--- src/rtl/bwd_pkg.sv ---
package bwd_pkg;
  typedef enum logic [1:0] {
    RGN_NONE = 2'd0,
    RGN_RAM  = 2'd1,
    RGN_HW   = 2'd2,
    RGN_WIN  = 2'd3
  } region_t;
endpackage

--- src/rtl/bwd_bank_shifter.sv ---
module bwd_bank_shifter #(
  parameter int BANK_W = 9
) (
  input  logic              clk,
  input  logic              rst,
  input  logic              shift_en,
  input  logic              shift_in,
  output logic [BANK_W-1:0] base
);
  // New bit lands at the top; older bits move toward bit 0.
  always_ff @(posedge clk) begin
    if (rst) begin
      base <= '0;
    end else if (shift_en) begin
      base <= {shift_in, base[BANK_W-1:1]};
    end
  end
endmodule

--- src/rtl/bwd_region_decode.sv ---
module bwd_region_decode
  import bwd_pkg::*;
#(
  parameter int ADDR_W = 16
) (
  input  logic              strobe,
  input  logic [ADDR_W-1:0] addr,
  output region_t           region
);
  logic [1:0] top2;
  assign top2 = addr[ADDR_W-1 -: 2];

  always_comb begin
    if (!strobe) begin
      region = RGN_NONE;
    end else if (top2[1]) begin
      region = RGN_WIN;
    end else if (top2[0]) begin
      region = RGN_HW;
    end else begin
      region = RGN_RAM;
    end
  end
endmodule

--- src/rtl/bwd_out_stage.sv ---
module bwd_out_stage
  import bwd_pkg::*;
#(
  parameter int ADDR_W = 16,
  parameter int RAM_AW = 13,
  parameter int WIN_AW = 15,
  parameter int MAIN_W = 24,
  localparam int BANK_W = MAIN_W - WIN_AW
) (
  input  logic              clk,
  input  logic              rst,
  input  region_t           region,
  input  logic [ADDR_W-1:0] addr,
  input  logic [BANK_W-1:0] base,
  output logic              ram_sel,
  output logic [RAM_AW-1:0] ram_addr,
  output logic              win_sel,
  output logic [MAIN_W-1:0] win_addr
);
  always_ff @(posedge clk) begin
    if (rst) begin
      ram_sel  <= 1'b0;
      ram_addr <= '0;
      win_sel  <= 1'b0;
      win_addr <= '0;
    end else begin
      ram_sel  <= (region == RGN_RAM);
      win_sel  <= (region == RGN_WIN);
      ram_addr <= (region == RGN_RAM) ? addr[RAM_AW-1:0] : '0;
      win_addr <= (region == RGN_WIN) ? {base, addr[WIN_AW-1:0]} : '0;
    end
  end
endmodule

--- src/rtl/bank_window_decoder.sv ---
module bank_window_decoder
  import bwd_pkg::*;
#(
  parameter int ADDR_W = 16,
  parameter int RAM_AW = 13,
  parameter int WIN_AW = 15,
  parameter int MAIN_W = 24,
  localparam int BANK_W = MAIN_W - WIN_AW
) (
  input  logic              clk,
  input  logic              rst,
  input  logic              acc_strobe,
  input  logic [ADDR_W-1:0] acc_addr,
  input  logic              bank_wr,
  input  logic              bank_bit,
  output logic              ram_sel,
  output logic [RAM_AW-1:0] ram_addr,
  output logic              win_sel,
  output logic [MAIN_W-1:0] win_addr,
  output logic [BANK_W-1:0] bank_base
);
  region_t rgn;

  bwd_bank_shifter #(.BANK_W(BANK_W)) u_bank (
    .clk(clk), .rst(rst), .shift_en(bank_wr), .shift_in(bank_bit),
    .base(bank_base)
  );

  bwd_region_decode #(.ADDR_W(ADDR_W)) u_dec (
    .strobe(acc_strobe), .addr(acc_addr), .region(rgn)
  );

  bwd_out_stage #(
    .ADDR_W(ADDR_W), .RAM_AW(RAM_AW), .WIN_AW(WIN_AW), .MAIN_W(MAIN_W)
  ) u_out (
    .clk(clk), .rst(rst), .region(rgn), .addr(acc_addr), .base(bank_base),
    .ram_sel(ram_sel), .ram_addr(ram_addr),
    .win_sel(win_sel), .win_addr(win_addr)
  );
endmodule

--- config.mk ---
export PLATFORM = sky130hd
export DESIGN_NAME = bank_window_decoder
export DESIGN_NICKNAME = d
export VERILOG_FILES = /design/src/rtl/bwd_pkg.sv /design/src/rtl/bwd_bank_shifter.sv /design/src/rtl/bwd_region_decode.sv /design/src/rtl/bwd_out_stage.sv /design/src/rtl/bank_window_decoder.sv
export SDC_FILE = /design/constraint.sdc
export NUM_CORES = 1
export LEC_CHECK = 0
export ABC_CLOCK_PERIOD_IN_PS = 1000
export BUFFER_PORTS_ARGS = -buffer_cell sky130_fd_sc_hd__clkbuf_2
export CAP_MARGIN = 20
export CORE_MARGIN = 2
export CORE_UTILIZATION = 30
export CTS_CLUSTER_DIAMETER = 200
export CTS_CLUSTER_SIZE = 8
export DETAILED_ROUTE_END_ITERATION = 10
export HOLD_SLACK_MARGIN = 0.1
export PLACE_DENSITY_LB_ADDON = 0.05
export SETUP_SLACK_MARGIN = 0.05
export SKIP_LAST_GASP = 1
export SLEW_MARGIN = 20
export SYNTH_ARGS = -nofsm -noshare
export SYNTH_HDL_FRONTEND = slang
export SYNTH_SLANG_ARGS = --single-unit
--- constraint.sdc ---
create_clock -name clk -period 1 [get_ports clk]
set_input_delay 0.2 -clock clk [delete_from_list [all_inputs] [get_ports clk]]
set_output_delay 0.2 -clock clk [all_outputs]
set_load 0.02 [all_outputs]
; Word-level counts from Yosys, hierarchy flattened
; Index checks and enable logic that the tools add are counted.
; W data, S select, Z words.
[totals]
register_bits = 48
input_bits = 21
out_inout_bits = 48
wordCells = 14
[classes]
eq_ne = 2
mux = 3
n_bitwise = 2
reduce_logical = 2
[op_table]
columns = operator, count
row1 = $mux W2, 3
row2 = $reduce_or A2 Y1, 2
row3 = $eq A2 B1 Y1 const B, 1
row4 = $eq A2 B2 Y1 const B, 1
row5 = $not A1 Y1, 2

; Logic depth before layout (Yosys ltp)
[logic_depth]
ltp_word = 6
ltp_mapped = 4
mapped_depth_nobuf = 2

; Cells and area by module
; Synthesis repeated with hierarchy kept, for this count alone.
[unflattened]
cells_unflattened = 122
area_unflattened_um2 = 1629.1
[modules_own_cells]
columns = module, n_inst, cells_per_inst, area_each_um2, seq_area_each_um2
row1 = bwd_out_stage, 1, 90, 1291.2, 780.7
row2 = bwd_bank_shifter, 1, 29, 319.1, 180.2
row3 = bwd_region_decode, 1, 3, 18.8, 0.0

; Worst setup path before layout
; OpenSTA, ideal clock, no wires.
[synth_path]
path_type = in2reg
start = input rst
end = register u_out.win_addr[16]
setup_ns = 0.060
arrival_time_ns = 0.846
required_ns = 0.940
slack_ns = 0.094
cell_stages = 4
path_buffers = 2
path_cell_list = buf_6 -> and3b_4 -> buf_6 -> and2_1
[synth_via]
elab_chain_len = 1
[synth_lines]
columns = element, line_no
row1 = from (decl), bank_window_decoder.sv:11  ; input logic rst,
row2 = $reduce_or A2 Y1 (no line), --
row3 = to (signal assigned), bwd_out_stage.sv:30  ; win_addr <= (region == RGN_WIN) ? {base, addr[WIN_AW-1:0]} : '0;
row4 = to (decl), bwd_out_stage.sv:18  ; output logic [MAIN_W-1:0] win_addr
; Every way passes these cells.
; A chain may end at the register's enable or synchronous reset.

; Worst setup path in the final report
[layout_path]
start = register u_bank.base[4]
end = output bank_base[4]
[layout_lines]
columns = element, line_no
row1 = from (decl), bwd_bank_shifter.sv:8  ; output logic [BANK_W-1:0] base
row2 = from (signal assigned), bwd_bank_shifter.sv:15  ; base <= {shift_in, base[BANK_W-1:1]};
row3 = to (decl), bank_window_decoder.sv:20  ; output logic [BANK_W-1:0] bank_base
; No word-level cell between the ends.

==> key figures <==
GRT
  – Initial antenna violation count: 0
  – Grt ovf: 0
  – Largest net degree at the start of global routing: 26
  – Global-route wire length before repair: approximately 5000 um
  – All-Layer GR Usage: around 12%
  – Vias in the first global route: 1,034

Min path
  – Worst Hold Class: input pin to flop

Setup path
  – CP Max Fanout: 2
  – CP cell instances: buf_8
  – Buffers plus inverters on the worst setup path: 1
  – Critical setup path kind: flop to output port
  – Max stage delay cell, worst path: dfxtp_2
  – Delay-heaviest family, CP: flip-flops
  – CP startpoint kind: flop
  – Crit path required time: 0.80 ns
  – Crit-path max cell delay: around 0.36 ns
  – Critical Path Sink Type: output port
  – Arr. time, crit path: approximately 0.76 ns

Synthesis
  – Main area contributors after synthesis: dfxtp_1 69%, and2_1 17%, mux2i_1 6.5%, nor2_1 2.4%, buf_6 2.4%
  – Average cell area after synthesis: around 13 um^2
  – Synth area leader: dfxtp_1
  – Top-area cell type share of the netlist area: 68.8%
  – Synthesized area: 0.00140 mm^2
  – Synth cell types: 8
  – Mapped Nets: between 100 and 150
  – Gate Count Post-Synth: 110
  – Synth Warn #: 0
  – Register bit total from synthesis: 48
  – Post-synthesis sequential area ratio: 68.8%

Finish
  – Layout cells sized above 1: between 60% and 70%
  – ANT cells: 0
  – Post-route design area: between 0.002 and 0.0025 mm^2
  – Nets: roughly 210
  – Area grow syn2layout: 77.7%

Clock tree
  – Num Clock Sinks: 48
  – Max Root-Sink Buffers: 2
  – Inserted Clock Buffers: 5
  – Clk root buf: clkbuf_8
  – TritonCTS clock tree: done
  – Worst-path clk slew: about 0.080 ns
  – Clk_lat worst skew: approximately 0.29 ns
  – H-tree levels: 2

Route
  – Top layer in use: met4
  – Drt pass-1 iters: 3
  – Total Wirelength: between 3000 and 4000 um
  – Antenna-violating nets left: 0
  – WL per Instance: 12.3 um
  – M1 WL: approximately 1200 um
  – Detailed Route Iter0 Violations: 47
  – Met2 wire len: about 1600 um
  – Via count: between 900 and 1,000
  – Vias per inst: between 4 and 5
  – Met3 routed WL: between 150 and 200 um
  – DRC violation count after routing: 0

STA
  – Final period util: about 96%
  – Setup TNS: 0 ns
  – Final Max Tran Viols: 0
  – Hold violation total from the final report: 0
  – Final min period: between 0.9 and 1 ns
  – Worst relative slew slack: 80.3%
  – RSZ-0062 raised after global routing: true
  – Worst-Margin Slew: between 0.2 and 0.3 ns
  – Fmax: between 1000 and 1500 MHz
  – Worst Clk Skew: about 0.0018 ns
  – Final setup violation count: 0

Power
  – Max IR drop VDD: between 0.0007 and 0.0008 V
  – LEAKAGE: 1.14 nW
  – Gate power share: between 7 and 8%
  – Power share of the sequential group: around 60%
  – P_sw: 0.000693 W
  – Pwr per Cell Area: 1350 mW/mm^2
  – Clock power frac: 33.4%
  – Switching share of power: ~21%
  – Internal: around 0.0027 W

Floorplanning
  – Die height: between 70 and 80 um
  – Row cnt: 24
  – Die X: 72.2 um
  – Die area: 0.00522 mm^2
  – Starting Density: approximately a third
  – Top Ports: 69
  – Core area: around 0.0044 mm^2

Placed design
  – Estimated wirelength of the detail-placed design: 1920 um
  – Port Buffer Count: 68
  – Cell Area, Placed: approximately 0.0018 mm^2
  – Routability-driven placement congestion ratio: slightly above 0.7

Run
  – Max Cap Viol: 0

Outcome
  – Status: finished clean
[synth_stat cells]
cell,instances
mux2i_1,9
buf_6,3
and3b_4,1
nor4b_4,1
nor2_1,9
and2_1,37
dfxtp_1,48
buf_2,2
[flip-flops by register name, indices dropped and copies added (netlist names)]
register,count
u_out.ram_addr,13
u_out.win_sel,1
u_bank.base,9
u_out.win_addr,24
u_out.ram_sel,1
[placed cells by master (no fill, tap or decap)]
cell / count
mux2i_1: 9
clkbuf_2: 20
nor4b_4: 1
nor2_1: 9
dfxtp_2: 48
and3b_4: 1
clkbuf_1: 2
and2_1: 37
buf_8: 48
buf_4: 11
dlygate4sd3_1: 1
clkbuf_8: 6
[worst reg2reg max path: stages (launching register included)]
cell	delay [ns]
dfxtp_2	0.34
buf_4	0.14
mux2i_1	0.12
nor2_1	0.06
[power by group through the flow]
stage	clock [W]	sequential [W]	combinational [W]
detailed placement	0	0.00200	0.000191
global route	0.00129	0.00198	0.000281
CTS	0.00118	0.00196	0.000252
floorplan	0	0.00204	0.0000649
finish	0.00112	0.00197	0.000263
global placement	0	0.00200	0.000190
[what timing repair did]
item | in CTS | in global routing
hold endpoints to repair | 1 | 0
hold buffers | 1 | 0
setup endpoints to repair | 48 | 48
setup buffers | 9 | 0
gates resized for setup | 135 | 55
cloned | 0 | 0
[final cells by class]
type	count	area, um^2
Clock buffer	8	90.1
Fill cell	379	1930
Multi-Input combinational cell	57	392
Sequential cell	48	1020
Tap cell	52	65.1
Timing Repair Buffer	80	913
[metrics by stage]
stage          setup WS (ns)  power, W  hold slack [ns]  std cells  utilization [%]
4_1_cts               0.0149   0.00339            0.109        245             54.6
6_report              0.0443   0.00336            0.124        245             56.2
5_1_grt             0.000103   0.00355            0.109        245             56.2
2_1_floorplan         0.0944   0.00211            0.322        110                -
3_5_place_dp         -0.0242   0.00219            0.404        227             40.2
3_3_place_gp        -0.00408   0.00219            0.403        227             40.2
[kinds of logic (layout without fill, tap and decap cells)]
| logic type | count (synthesis) | after routing | share of synthesized area [%] |
|---|---|---|---|
| flops | 48 | 48 | 68.8 |
| simple gates | 48 | 48 | 21.6 |
| mux | 9 | 9 | 6.45 |
| buf+inv | 5 | 88 | 3.14 |
[routing by layer]
metal | global-route usage (%) | vias up
met5 | 0 | -
met1 | 14.3 | 453
met4 | 5.03 | 0
met2 | 20.3 | 39
li1 | - | 505
met3 | 5.14 | 2
[worst paths after layout]
path	slack, ns	cells after the start	startpoint	endpoint
worst max register to register	0.23	3	u_bank.base[4]	u_bank.base[4]
worst max-delay path	0.04	1	u_bank.base[4]	bank_base[4]
worst min-delay path	0.12	2	acc_addr[4]	u_out.win_addr[4]
worst min register to register	0.58	2	u_bank.base[0]	u_out.win_addr[15]
(Power assumes the default switching activity.)
